===== src/rtl/pmx_pkg.sv =====
package pmx_pkg;

    localparam int BYTE_W = 8;

    typedef enum logic [1:0] {
        ST_IDLE   = 2'd0,
        ST_TAG    = 2'd1,
        ST_BODY   = 2'd2,
        ST_CLOSE  = 2'd3
    } pmx_state_e;

    // Tag byte placed at the front of every packet.
    function automatic logic [BYTE_W-1:0] tag_byte(input logic [BYTE_W-1:0] chan);
        return chan;
    endfunction

endpackage


===== src/rtl/pmx_rr_arbiter.sv =====
module pmx_rr_arbiter #(
    parameter int N_CH = 4,
    localparam int ID_W = $clog2(N_CH),
    localparam int CW   = ID_W + 1
) (
    input  logic            clk,
    input  logic            rst,
    input  logic [N_CH-1:0] req,
    input  logic            take,
    output logic            pick_valid,
    output logic [ID_W-1:0] pick_idx,
    output logic [ID_W-1:0] owner_idx
);
    logic [ID_W-1:0] last_q;

    always_comb begin
        pick_valid = 1'b0;
        pick_idx   = '0;
        for (int k = 1; k <= N_CH; k++) begin
            logic [CW-1:0] cand;
            cand = {1'b0, last_q} + CW'(k);
            if (cand >= CW'(N_CH)) cand = cand - CW'(N_CH);
            if (!pick_valid && req[cand[ID_W-1:0]]) begin
                pick_valid = 1'b1;
                pick_idx   = cand[ID_W-1:0];
            end
        end
    end

    always_ff @(posedge clk) begin
        if (rst)       last_q <= ID_W'(N_CH - 1);
        else if (take) last_q <= pick_idx;
    end

    assign owner_idx = last_q;
endmodule


===== src/rtl/pmx_framer.sv =====
module pmx_framer
    import pmx_pkg::*;
#(
    parameter int MAX_PAYLOAD = 511,
    localparam int CNT_W = $clog2(MAX_PAYLOAD + 1)
) (
    input  logic             clk,
    input  logic             rst,
    input  logic             pick_valid,
    input  logic             sel_valid,
    input  logic             sel_flush,
    output logic             take,
    output logic             tag_phase,
    output logic             pop,
    output logic             close,
    output logic             flush_done,
    output logic [CNT_W-1:0] count
);
    pmx_state_e      state_q, state_d;
    logic [CNT_W-1:0] cnt_q;
    logic             full;

    always_comb begin
        full      = (cnt_q == CNT_W'(MAX_PAYLOAD));
        take      = (state_q == ST_IDLE) && pick_valid;
        tag_phase = (state_q == ST_TAG);
        pop       = (state_q == ST_BODY) && sel_valid && !full;
        close     = (state_q == ST_CLOSE);
        flush_done = close && !full;
        state_d   = state_q;
        unique case (state_q)
            ST_IDLE:  if (pick_valid) state_d = ST_TAG;
            ST_TAG:   state_d = ST_BODY;
            ST_BODY:  if (full || (sel_flush && !sel_valid)) state_d = ST_CLOSE;
            ST_CLOSE: state_d = ST_IDLE;
            default:  state_d = ST_IDLE;
        endcase
    end

    always_ff @(posedge clk) begin
        if (rst) begin
            state_q <= ST_IDLE;
            cnt_q   <= '0;
        end else begin
            state_q <= state_d;
            if (take)     cnt_q <= '0;
            else if (pop) cnt_q <= cnt_q + CNT_W'(1);
        end
    end

    assign count = cnt_q;
endmodule


===== src/rtl/pmx_flush_hold.sv =====
module pmx_flush_hold #(
    parameter int N_CH = 4,
    localparam int ID_W = $clog2(N_CH)
) (
    input  logic            clk,
    input  logic            rst,
    input  logic [N_CH-1:0] flush_in,
    input  logic            done,
    input  logic [ID_W-1:0] done_idx,
    output logic [N_CH-1:0] pending
);
    for (genvar i = 0; i < N_CH; i++) begin : g_hold
        always_ff @(posedge clk) begin
            if (rst)                                  pending[i] <= 1'b0;
            else if (flush_in[i])                     pending[i] <= 1'b1;
            else if (done && done_idx == ID_W'(i))    pending[i] <= 1'b0;
        end
    end
endmodule


===== src/rtl/pkt_mux.sv =====
module pkt_mux
    import pmx_pkg::*;
#(
    parameter int N_CH        = 4,
    parameter int MAX_PAYLOAD = 511,
    localparam int ID_W  = $clog2(N_CH),
    localparam int CNT_W = $clog2(MAX_PAYLOAD + 1),
    localparam int LEN_W = $clog2(MAX_PAYLOAD + 2)
) (
    input  logic                     clk,
    input  logic                     rst,
    input  logic [N_CH-1:0]          ch_valid,
    input  logic [BYTE_W*N_CH-1:0]   ch_data,
    input  logic [N_CH-1:0]          ch_flush,
    output logic [N_CH-1:0]          ch_ready,
    output logic                     out_valid,
    output logic [BYTE_W-1:0]        out_data,
    output logic                     pkt_commit,
    output logic [LEN_W-1:0]         pkt_len
);
    logic [N_CH-1:0]   flush_pend;
    logic [N_CH-1:0]   req;
    logic              pick_valid, take, tag_phase, pop, close, flush_done;
    logic [ID_W-1:0]   pick_idx, owner;
    logic [CNT_W-1:0]  count;
    logic              sel_valid, sel_flush;
    logic [BYTE_W-1:0] sel_data;

    assign req = ch_valid | flush_pend;

    pmx_rr_arbiter #(.N_CH(N_CH)) u_arb (
        .clk(clk), .rst(rst), .req(req), .take(take),
        .pick_valid(pick_valid), .pick_idx(pick_idx), .owner_idx(owner)
    );

    pmx_flush_hold #(.N_CH(N_CH)) u_hold (
        .clk(clk), .rst(rst), .flush_in(ch_flush),
        .done(flush_done), .done_idx(owner), .pending(flush_pend)
    );

    pmx_framer #(.MAX_PAYLOAD(MAX_PAYLOAD)) u_frm (
        .clk(clk), .rst(rst), .pick_valid(pick_valid),
        .sel_valid(sel_valid), .sel_flush(sel_flush),
        .take(take), .tag_phase(tag_phase), .pop(pop), .close(close),
        .flush_done(flush_done), .count(count)
    );

    always_comb begin
        sel_valid = ch_valid[owner];
        sel_flush = flush_pend[owner];
        sel_data  = ch_data[owner*BYTE_W +: BYTE_W];
        out_valid = tag_phase | pop;
        out_data  = tag_phase ? tag_byte(BYTE_W'(owner)) : (pop ? sel_data : '0);
        ch_ready  = '0;
        if (pop) ch_ready[owner] = 1'b1;
        pkt_commit = close;
        pkt_len    = close ? (LEN_W'(count) + LEN_W'(1)) : '0;
    end
endmodule


===== config.mk =====
export PLATFORM = sky130hd
export DESIGN_NAME = pkt_mux
export DESIGN_NICKNAME = d
export VERILOG_FILES = /design/src/rtl/pmx_pkg.sv /design/src/rtl/pmx_rr_arbiter.sv /design/src/rtl/pmx_framer.sv /design/src/rtl/pmx_flush_hold.sv /design/src/rtl/pkt_mux.sv
export SDC_FILE = /design/constraint.sdc
export NUM_CORES = 1
export LEC_CHECK = 0
export ABC_CLOCK_PERIOD_IN_PS = 2200
export BUFFER_PORTS_ARGS = -buffer_cell sky130_fd_sc_hd__buf_2
export CAP_MARGIN = 20
export CORE_MARGIN = 1.5
export CORE_UTILIZATION = 35
export DETAILED_ROUTE_END_ITERATION = 10
export GPL_TIMING_DRIVEN = 0
export SLEW_MARGIN = 20
export SYNTH_ARGS = -nofsm -noshare
export SYNTH_HDL_FRONTEND = slang
export SYNTH_SLANG_ARGS = --single-unit

===== constraint.sdc =====
create_clock -name clk -period 2.2 [get_ports clk]
set_input_delay 0.22 -clock clk [delete_from_list [all_inputs] [get_ports clk]]
set_output_delay 0.22 -clock clk [all_outputs]
set_load 0.05 [all_outputs]

# Yosys cells after proc, flatten, opt, wreduce, memory -nomap -nowiden
# Index checks and enable logic that the tools add are counted.
[word_totals]
inputBits = 42
register_bits = 17
wordCells = 107
[op_classes]
n_bitwise = 2
n_lt_le_gt_ge = 10
n_addsub = 10
n_eq_ne = 9
n_mux = 41
shift = 1
n_reduce_logical = 27
[ops]
columns = ["operator", "count"]
rows = [
  ["indexed part select 32 x 6 -> 8 bit", 1],
  ["two-way mux 2 bit", 10],
  ["two-way mux 1 bit", 19],
  ["two-way mux 8 bit", 2],
  ["< comparator 2 x 3 -> 1 bit (second input constant)", 5],
  ["logical AND 1 bit", 13],
  ["binary-select mux 1 bit (select 2 bit)", 6],
  [">= comparator 3 bit (second input constant)", 4],
  ["adder 9 x 1 -> 10 bit (second input constant)", 1],
  ["two-way mux 10 bit", 1],
  ["adder 9 x 1 -> 9 bit (second input constant)", 1],
  ["== test 9 bit (second input constant)", 1],
  ["== test 2 bit (second input constant)", 4],
  ["case mux 2 bit (4 select lines)", 1],
  ["nonzero test 2 bit", 4],
  ["subtractor 2 x 1 -> 2 bit (second input constant)", 4],
  ["adder 2 x 2 -> 3 bit (second input constant)", 2],
  ["zero test 1 bit", 5],
  ["== test 2 x 1 -> 1 bit (second input constant)", 2],
  ["zero test 2 bit", 2],
  ["two-way mux 4 bit", 1],
  ["bitwise OR 4 bit", 1],
  ["adder 2 x 1 -> 3 bit (second input constant)", 1],
  ["adder 2 x 3 -> 3 bit (second input constant)", 1],
  ["8 further kinds", 8],
]

# Depth between registers and ports, before layout
# Gate-level depths: netlist of run 1.
[logic_depth]
ltp_word = 17
depth_mapped = 10
depth_no_buf = 9

# Modules after synthesis
# Synthesis of run 1 repeated with hierarchy kept, for this count alone.
[hier_totals]
cells_unflattened = 176
area_unflattened_um2 = 1500.2
[by_module_without_submodules]
columns = ["module", "cells_each", "instances", "area_per_inst_um2"]
rows = [
  ["pkt_mux", 71, 1, 590.6],
  ["pmx_framer", 66, 1, 576.8],
  ["pmx_rr_arbiter", 23, 1, 181.4],
  ["pmx_flush_hold", 16, 1, 151.4],
]

# Worst setup path before layout of run 1
# No wires, ideal clock.
[synth_timing]
kind = "register to output"
startpoint = "register u_frm.cnt_q[0] (netlist: u_frm.count[0])"
endpoint = "output out_data[0]"
n_path_buf = 0
t_required_ns = 1.980
arrival_time_ns = 2.763
path_slack_ns = -0.783
stages_incl_launch_ff = 10
cell_sequence = "dfxtp_1 ha_1 and3_1 and2_1 and3_1 ha_1 nor2b_1 nand2_1 or2_2 o22ai_1"
[synth_between]
elab_chain_cells = 5
[synth_lines]
columns = ["element", "line_no", "text"]
rows = [
  ["start: declaration", "pmx_framer.sv:20", "logic [CNT_W-1:0] cnt_q;"],
  ["start signal: assignment", "pmx_framer.sv:47", "else if (pop) cnt_q <= cnt_q + CNT_W'(1);"],
  ["== test 9 bit", "pmx_framer.sv:24", "full = (cnt_q == CNT_W'(MAX_PAYLOAD));"],
  ["zero test 1 bit", "pmx_framer.sv:27", "pop = (state_q == ST_BODY) && sel_valid && !full;"],
  ["logical AND 1 bit", "pmx_framer.sv:27", ""],
  ["two-way mux 8 bit (2 in series)", "pkt_mux.sv:53", "out_data = tag_phase ? tag_byte(BYTE_W'(owner)) : (pop ? sel_data : '0);"],
  ["end: declaration", "pkt_mux.sv:17", "output logic [BYTE_W-1:0] out_data,"],
]
# Every way passes these cells.

# Worst setup path in the final report of run 1
# Same ends and word-level chain as after synthesis.

==> out/results.ini, run 1 <==
[status]
status = finished, violations left
violations = setup timing

[floorplanning]
rows = 23
io-pin-count = 66
die_h_um = 69.4
core_mm2 = 0.00412
dieArea_mm2 = 0.00481
die_w_um = 69.4
initial_core_util_pct = 37.5

[worst_setup_path]
worstSetupEndpointType = primary output
worst-r2r-cell-count = 12
crit_type = reg2out
worstPathArrival_ns = 2.24
reg2reg_setup_slack_ns = -0.10
cp-start-kind = register
crit_chain = ha_4 -> and3_4 -> and2_4 -> and3_4 -> ha_4 -> nor2b_4 -> nand2_4 -> or2_4 -> o22ai_4 -> buf_6
crit_required_ns = 1.98
cpPeakStageDelay_ns = 0.35
cp_max_fo = 4
critical_path.slowest_cell = dfxtp_4

[clocking]
cts_hold_buf = 0
cts.sinks = 17
clkLatencyLatePin_ns = 0.25
cts_root_buf = clkbuf_8
htree_num_levels = 1
cts_tree = built
cts_inserted_buffers = 3
clockBufferDepth = 2
clk_pin_slew_worst_paths_ns = 0.07

[finish]
final_cell_mix = buf_2, nor2_1, dfxtp_1
final_cell_area_mm2 = 0.00243
num_antenna_cells = 0
nets = 318
final_common_cell = buf_2
nFillCells = 392
synthToLayoutAreaGrowth_pct = 57.5
drive_gt1_share_pct = 49.2

[timing]
setup_viol = 14
whs_ns = 0.179
slew_headroom_pct = 71.1
fmax_ghz = 0.407
layout_setup_ws_ns = -0.257
rsz0062_at_grt = true
min_period_ns = 2.46
fin_crit_sh_pct = 112
hold_viol_final = 0
worst_pin_slew_ns = 0.433
skew_ns = 0.00704
fin_tns_setup_ns = -2.81
drv_slew = 0

[power]
leakagePower_nw = 1.12
ir_worst_vdd_v = 0.000594
power_density_mw_per_mm2 = 941

[synth]
synth_seq_cells = 17
yosys_warnings = 0
synth.avg_cell_area_um2 = 8.47
synthFlopType = dfxtp_1
synth_area_leaders = dfxtp_1, mux4_2, ha_1
yosysSeqAreaShare_pct = 22.1
synth_nets = 235
synth_cells = 182
synth_enable_flop_cells = 0
async_flop_share_pct = 0
synth_top_area_share_pct = 22.1
synth.cell_area_mm2 = 0.00154
yosysTopAreaCell = dfxtp_1
yosysUniqueCellTypes = 42

[routing]
wl_per_cell_um = 13.6
dr_total_vias = 1646
drt-initial-drc-count = 39
drt-total-wl_um = 4270
vias_per_cell = 5.24
antenna_left = 0
drtPass1Iterations = 5
drc = 0

[grt]
grt_pass1_wl_um = 7200
grt.met3_usage_pct = 3.63
antenna_found_initial = 0
grt_util_met1_pct = 23.6
use_met2_pct = 30.7
overflow = 0
top_usage_layer = met2
grt_pass1_vias = 1622
grt_use_total_pct = 18.0
grt_max_degree = 11

[min_path]
hold-path-cell-count = 3
hold_class = in2reg

[placed_design]
portBuffers = 64
post_dp_cell_area_mm2 = 0.00202
gp_congestion = 0.880
dp_hpwl_um = 3260

[run]
maxCapViolCount = 0

[worst paths after layout]
check / start / to
setup / recovery: u_frm.count[0]$_SDFFE_PP0P_ / out_data[0]
hold / removal: ch_flush[1] / u_hold.pending[1]$_SDFFE_PP0P_
setup reg to reg: u_frm.count[0]$_SDFFE_PP0P_ / u_frm.count[7]$_SDFFE_PP0P_
hold reg to reg: u_frm.count[1]$_SDFFE_PP0P_ / u_frm.count[1]$_SDFFE_PP0P_
[synthesized netlist by cell type (2+ instances only)]
cell and number:
nor2_1 19, dfxtp_1 17, and2_1 16, ha_1 11, nand2_1 11, xor2_1 9
inv_1 8, a21oi_1 7, and3_1 7, mux4_2 7, nand4_1 7, nor3_1 5
clkbuf_1 4, mux2_2 4, nor2b_1 4, o21ai_0 4, a31oi_1 3, mux2i_1 3
nand3_1 3, o22ai_1 3, xnor2_1 3, buf_1 2, buf_2 2, nor3b_1 2
o21a_1 2, or3_1 2, or4_1 2
[through the flow]
stage	instances	util, %	total power [mW]	worst slack (ns)
2_1_floorplan	182	-	1.44	-0.00439
3_3_place_gp	296	49.2	1.72	-0.327
3_5_place_dp	296	49.2	1.71	-0.286
4_1_cts	312	56.6	2.21	-0.266
5_1_grt	314	59.0	2.45	-0.331
6_report	314	59.0	2.28	-0.257
[layer usage]
| metal | up-vias | wire length [µm] |
|---|---|---|
| li1 | 827 | - |
| met1 | 781 | 1920 |
| met2 | 36 | 2110 |
| met3 | 2 | 218 |
| met4 | 0 | 21 |
| met5 | - | 0 |
[final cells by class]
cell class | instances | area, µm² | share of cell area (%)
plain buffers | 8 | 55.1 | 2.27
well taps | 50 | 62.6 | 2.58
inverters | 8 | 30.0 | 1.24
repair buffers | 78 | 579 | 23.9
flip-flops and latches | 17 | 345 | 14.2
clock buffers | 4 | 45.0 | 1.86
multi-input cells | 149 | 1310 | 54.0
[sequential cells by signal (all words and copies together), names as in the netlist]
signal and flops:
u_frm.count 9, u_arb.owner_idx 2, u_frm.state_q 2, u_hold.pending 4
[logic make-up after synthesis]
logic type,after synthesis,share of synthesized area (%)
buffers and inverters,16,4.06
xor gates and xnor gates,12,6.82
adders and majority gates,11,8.93
muxes,15,16.8
and+or+nand+nor,85,30.4
DFF,17,22.1
AOI/OAI and AO/OA,26,11.0
[where the power goes]
group          total (mW)  internal (mW)  switching (mW)
Sequential          0.387          0.350          0.0373
Clock               0.232          0.128           0.103
Combinational        1.66          0.775           0.889
Total                2.28           1.25            1.03
[what timing repair did]
item | in CTS | in global routing
pin swaps | 9 | 4
endpoints found under the setup margin | 15 | 20
gates resized for setup | 48 | 23
setup buffers | 12 | 3
[worst max-delay path: cells and delay by family, from the launching register on]
kind / cells / cell delay [ns]
AOI/OAI and AO/OA: 1 / 0.12
adders and majority gates: 2 / 0.31
buffers and inverters: 1 / 0.18
DFF: 1 / 0.35
and+or+nand+nor: 6 / 1.02
Note: power is estimated with default switching activity, not from simulation.
==> inputs of run 2 (changes only) <==
--- a/config.mk
+++ b/config.mk
@@ -5,7 +5,7 @@
 export SDC_FILE = /design/constraint.sdc
 export NUM_CORES = 1
 export LEC_CHECK = 0
-export ABC_CLOCK_PERIOD_IN_PS = 2200
+export ABC_CLOCK_PERIOD_IN_PS = 2600
 export BUFFER_PORTS_ARGS = -buffer_cell sky130_fd_sc_hd__buf_2
 export CAP_MARGIN = 20
 export CORE_MARGIN = 1.5
==> constraint.sdc (replaced) <==
create_clock -name clk -period 2.6 [get_ports clk]
set_input_delay 0.26 -clock clk [delete_from_list [all_inputs] [get_ports clk]]
set_output_delay 0.26 -clock clk [all_outputs]
set_load 0.05 [all_outputs]
==> run 2 against run 1 <==
Combinational power is 23% lower. Die area is the same. The flow now finishes without violations. Setup slack gained 0.28 ns. Cell area shrank 6.9%. Largest power group unchanged. Sequential share of layout area rose by 1.2 points. Clock power shrank 13%.
==> out/results.ini, run 2 (same netlist as run 1, synthesis figures left out) <==
[timing]
drv_slew = 0  ; unchanged
slew_headroom_pct = 65.3  ; -5.8 points
fmax_ghz = 0.388
skew_ns = 0.00681  ; -0.000238 ns
fin_tns_setup_ns = 0  ; +2.81 ns
worst_pin_slew_ns = 0.520  ; +0.0866 ns
layout_setup_ws_ns = 0.0255  ; +0.283 ns
whs_ns = 0.209  ; +0.0305 ns
setup_viol = 0  ; -14
fin_crit_sh_pct = 99.0
rsz0062_at_grt = true
hold_viol_final = 0  ; unchanged
min_period_ns = 2.57

[grt]
grt_pass1_vias = 1608  ; -0.86%
grt_use_total_pct = 18.6  ; +0.62 points
grt_pass1_wl_um = 7300  ; +1.4%
antenna_found_initial = 0  ; unchanged
grt_max_degree = 11  ; unchanged
overflow = 0  ; unchanged

[finish]
num_antenna_cells = 0  ; unchanged
nFillCells = 385  ; -1.8%
final_cell_area_mm2 = 0.00226  ; -6.9%
final_cell_mix = buf_2, nor2_1, dfxtp_1
largest_reg_flops = 9  ; unchanged
nets = 315  ; -0.94%
drive_gt1_share_pct = 45.6  ; -3.6 points
final_common_cell = buf_2
synthToLayoutAreaGrowth_pct = 46.6

[clocking]
cts_inserted_buffers = 3  ; unchanged
clockBufferDepth = 2  ; unchanged
cts.sinks = 17  ; unchanged
cts_root_buf = clkbuf_8
cts_tree = built
clkLatencyLatePin_ns = 0.26  ; about the same
cts_hold_buf = 0  ; unchanged
htree_num_levels = 1  ; unchanged
clk_pin_slew_worst_paths_ns = 0.06  ; about the same

[worst_setup_path]
cpPeakStageDelay_ns = 0.36  ; about the same
reg2reg_from = u_arb.owner_idx[1]$_SDFFE_PP1P_
critical_path.slowest_cell = dfxtp_4
crit_type = reg2out
crit_chain = ha_4 -> and3_4 -> and2_4 -> and3_4 -> ha_4 -> nor2b_4 -> nand2_4 -> or2_4 -> o22ai_4 -> buf_6
cp_max_fo = 4  ; unchanged
worst-r2r-cell-count = 8  ; -4
worstPathArrival_ns = 2.31  ; +0.07 ns
worstSetupEndpointType = primary output
reg2reg_to = u_arb.owner_idx[0]$_SDFFE_PP1P_
cp-start-kind = register
reg2reg_setup_slack_ns = 0.36  ; +0.46 ns
crit_required_ns = 2.34  ; +0.36 ns

[routing]
vias_per_cell = 5.27  ; +0.47%
wl_per_cell_um = 13.8  ; +1.7%
drt-total-wl_um = 4300  ; +0.68%
drtPass1Iterations = 4  ; -1
drt-initial-drc-count = 88  ; +130%
antenna_left = 0  ; unchanged
drc = 0  ; unchanged
dr_total_vias = 1638  ; -0.49%

[power]
ir_worst_vdd_v = 0.000434  ; -27%
leakagePower_nw = 1.07  ; -4.0%
power_density_mw_per_mm2 = 800  ; -15%

[status]
status = completed

[placed_design]
gp_congestion = 0.814  ; -7.5%
portBuffers = 64  ; unchanged
pre_cts_ws_ns = -0.373  ; -0.0875 ns
dp_hpwl_um = 3220  ; -1.3%
post_dp_cell_area_mm2 = 0.00194  ; -4.3%

[floorplanning]
die_h_um = 69.4  ; unchanged
die_w_um = 69.4  ; unchanged
rows = 23  ; unchanged
core_mm2 = 0.00412  ; unchanged
io-pin-count = 66  ; unchanged
initial_core_util_pct = 37.5  ; unchanged
dieArea_mm2 = 0.00481  ; unchanged

[min_path]
min_from = ch_flush[3]
hold-path-cell-count = 3  ; unchanged
hold-path-endpoint = u_hold.pending[3]$_SDFFE_PP0P_
hold_class = in2reg

[run]
maxCapViolCount = 0  ; unchanged

## run 2: power breakdown
group | internal [mW] | switching (mW) | total, mW | leakage, nW
Clock | 0.109 | 0.0941 | 0.203 | 0.0228
Sequential | 0.295 | 0.0341 | 0.329 | 0.141
Combinational | 0.555 | 0.720 | 1.28 | 0.908
## run 2: per-layer routing
metal	wire length, µm	global-route usage [%]
met3	218	4.36
met4	51	5.45
met1	1990	24.6
met2	2030	30.1
met5	0	0
## run 2: final cells by class
class	instances	area, µm²	area share (%)
inverters	8	30.0	1.33
plain buffers	8	46.3	2.05
well taps	50	62.6	2.77
clock buffers	4	45.0	1.99
multi-input cells	149	1260	55.6
repair buffers	75	472	20.9
flip-flops and latches	17	348	15.4
## run 2: critical path: cells and delay by family (launching register included)
family | cells | cell delay (ns)
compound gates | 1 | 0.11
fa+ha+maj | 2 | 0.32
buf+inv | 1 | 0.18
simple gates | 6 | 1.09
flops | 1 | 0.36
## run 2: per-stage QoR
stage	instances	util, %	power (mW)
floorplan	182	-	1.16
global placement	296	47.1	1.39
detailed placement	296	47.1	1.40
CTS	307	51.8	1.73
global route	311	54.9	1.94
finish	311	54.9	1.81
## run 2: how the worst max path moves through the flow
stage | slack (ns) | start | endpoint
floorplan | -0.1 | u_frm.count[0]$_SDFFE_PP0P_ | out_data[0]
finish | 0.03 | u_frm.count[1]$_SDFFE_PP0P_ | out_data[1]
CTS | 0.0003 | u_frm.count[0]$_SDFFE_PP0P_ | out_data[1]
global route | -0.05 | u_frm.count[1]$_SDFFE_PP0P_ | out_data[1]
global placement | -0.39 | u_frm.count[0]$_SDFFE_PP0P_ | out_data[6]
detailed placement | -0.37 | u_frm.count[0]$_SDFFE_PP0P_ | out_data[5]
## run 2: repair_timing
item,in CTS,in global routing
buffers inserted,7,4
setup endpoints to repair,13,14
gates resized for setup,28,27
pin swaps,2,10
==> inputs of run 3 (changes only) <==
--- a/config.mk
+++ b/config.mk
@@ -5,7 +5,7 @@
 export SDC_FILE = /design/constraint.sdc
 export NUM_CORES = 1
 export LEC_CHECK = 0
-export ABC_CLOCK_PERIOD_IN_PS = 2600
+export ABC_CLOCK_PERIOD_IN_PS = 2420
 export BUFFER_PORTS_ARGS = -buffer_cell sky130_fd_sc_hd__buf_2
 export CAP_MARGIN = 20
 export CORE_MARGIN = 1.5
==> constraint.sdc (replaced) <==
create_clock -name clk -period 2.42 [get_ports clk]
set_input_delay 0.242 -clock clk [delete_from_list [all_inputs] [get_ports clk]]
set_output_delay 0.242 -clock clk [all_outputs]
set_load 0.05 [all_outputs]
==> run 3 against run 2 <==
The flow now finishes with violations (setup timing). Hold slack worse by 0.019 ns. Via count up 0.24%. Sequential share of layout area decreased by 0.59 points. Clock-buffer cell count stayed put. Non-clock buffer count is the same. Final cell count unchanged. Clock skew is 0.0055 ns lower. Setup slack worse by 0.12 ns. Register-to-register slack worse by 0.21 ns. Critical path type unchanged. Critical endpoint is now out_data[0]. Highest routed layer unchanged.
==> out/results.ini, run 3 (same netlist as run 1, synthesis figures left out) <==
[power]
p_total_mw = 2.01  ; +11%
power_density_mw_per_mm2 = 860  ; +7.6%
leakagePower_nw = 1.08  ; +0.49%
ir_worst_vdd_v = 0.000474  ; +9.1%

[grt]
grt_max_degree = 11  ; unchanged
grt_use_total_pct = 17.8  ; -0.86 points
antenna_found_initial = 0  ; unchanged
grt_pass1_vias = 1600  ; -0.50%
overflow = 0  ; unchanged
grt_pass1_wl_um = 7130  ; -2.4%

[timing]
hold_viol_final = 0  ; unchanged
layout_setup_ws_ns = -0.0922  ; -0.118 ns
skew_ns = 0.00129  ; -0.00552 ns
fin_crit_sh_pct = 104
fmax_ghz = 0.398
rsz0062_at_grt = true
fin_tns_setup_ns = -0.284  ; -0.284 ns
worst_pin_slew_ns = 0.446  ; -0.0736 ns
setup_viol = 10  ; +10
slew_headroom_pct = 70.3  ; +4.9 points
min_period_ns = 2.51
drv_slew = 0  ; unchanged

[routing]
vias_per_cell = 5.28  ; +0.24%
drt-total-wl_um = 4400  ; +2.3%
drt-initial-drc-count = 62  ; -30%
drtPass1Iterations = 4  ; unchanged
wl_per_cell_um = 14.1  ; +2.3%
dr_total_vias = 1642  ; +0.24%
antenna_left = 0  ; unchanged
drc = 0  ; unchanged

[finish]
synthToLayoutAreaGrowth_pct = 51.4
nets = 315  ; unchanged
final_cell_mix = buf_2, nor2_1, dfxtp_1
final_common_cell = buf_2
drive_gt1_share_pct = 47.5  ; +1.9 points
num_antenna_cells = 0  ; unchanged
largest_reg_flops = 9  ; unchanged

[worst_setup_path]
cp-start-kind = register
cp_max_fo = 4  ; unchanged
critical_path.slowest_cell = dfxtp_4
crit_required_ns = 2.18  ; -0.16 ns
worstPathArrival_ns = 2.27  ; -0.04 ns
crit_chain = ha_4 -> and3_4 -> and2_4 -> and3_4 -> ha_4 -> nor2b_4 -> nand2_4 -> or2_4 -> o22ai_4 -> buf_6
cpPeakStageDelay_ns = 0.35  ; about the same
worstSetupEndpointType = primary output
crit_type = reg2out

[floorplanning]
io-pin-count = 66  ; unchanged
die_w_um = 69.4  ; unchanged
die_h_um = 69.4  ; unchanged
rows = 23  ; unchanged
dieArea_mm2 = 0.00481  ; unchanged
core_mm2 = 0.00412  ; unchanged
initial_core_util_pct = 37.5  ; unchanged

[clocking]
htree_num_levels = 1  ; unchanged
cts_tree = built
cts.sinks = 17  ; unchanged
cts_root_buf = clkbuf_8
clk_pin_slew_worst_paths_ns = 0.07  ; about the same
cts_inserted_buffers = 3  ; unchanged
clkLatencyLatePin_ns = 0.25  ; about the same
clockBufferDepth = 2  ; unchanged

[status]
violations = setup timing
status = finished, violations left

[placed_design]
dp_hpwl_um = 3220  ; about the same
portBuffers = 64  ; unchanged
gp_congestion = 0.877  ; +7.8%

[min_path]
hold_class = in2reg

[run]
maxCapViolCount = 0  ; unchanged

==> run 3: path summary, 6_finish.rpt <==
check | slack [ns] | depth (start not counted) | start | to
setup / recovery | -0.09 | 10 | u_frm.count[0]$_SDFFE_PP0P_ | out_data[0]
hold reg to reg | 0.53 | 2 | u_frm.count[7]$_SDFFE_PP0P_ | u_frm.count[7]$_SDFFE_PP0P_
setup reg to reg | 0.15 | 11 | u_frm.count[0]$_SDFFE_PP0P_ | u_frm.count[7]$_SDFFE_PP0P_
hold / removal | 0.19 | 3 | ch_flush[1] | u_hold.pending[1]$_SDFFE_PP0P_
==> run 3: report_power, final <==
part / total (mW) / leakage [nW] / internal, mW / switching (mW)
sequential: 0.354 / 0.141 / 0.318 / 0.0365
clock: 0.222 / 0.0228 / 0.117 / 0.105
combinational: 1.43 / 0.914 / 0.630 / 0.801
==> run 3: what timing repair did <==
item,4_1_cts,5_1_grt
setup endpoints to repair,15,13
hold buffers,0,0
resized for setup,37,30
hold endpoints to repair,0,0
setup buffers,8,3
pin swaps,6,6
==> run 3: cell type report <==
class                           count  area [µm²]
Fill cell                         396        1780
Tap cell                           50        62.6
Buffer                              8        47.5
Clock buffer                        4        45.0
Multi-Input combinational cell    149        1290
Inverter                            8        30.0
Timing Repair Buffer               75         510
Sequential cell                    17         345
==> run 3: metrics by stage <==
| step | setup WS (ns) | instances | hold WS (ns) | area (µm²) | utilization, % |
|---|---|---|---|---|---|
| after floorplan | -0.00994 | 182 | 0.359 | 1590 | - |
| after global placement | -0.393 | 296 | 0.456 | 1970 | 47.9 |
| after detailed placement | -0.417 | 296 | 0.458 | 1970 | 47.9 |
| after CTS | -0.0891 | 308 | 0.198 | 2220 | 54.0 |
| after global routing | -0.168 | 311 | 0.209 | 2330 | 56.7 |
| final | -0.0922 | 311 | 0.190 | 2330 | 56.7 |
==> run 3: routing by layer <==
layer | vias to the layer above | global-route usage (%) | wire length [µm]
li1 | 818 | - | -
met1 | 770 | 23.2 | 1980
met2 | 52 | 31.0 | 2150
met3 | 2 | 3.34 | 240
met4 | 0 | 2.61 | 25
met5 | - | 0 | 0
==> run 3: critical path, delay by kind of cell (launching register included) <==
family	cells	cell delay [ns]
simple gates	6	1.03
compound gates	1	0.12
fa+ha+maj	2	0.32
flops	1	0.35
buf+inv	1	0.18
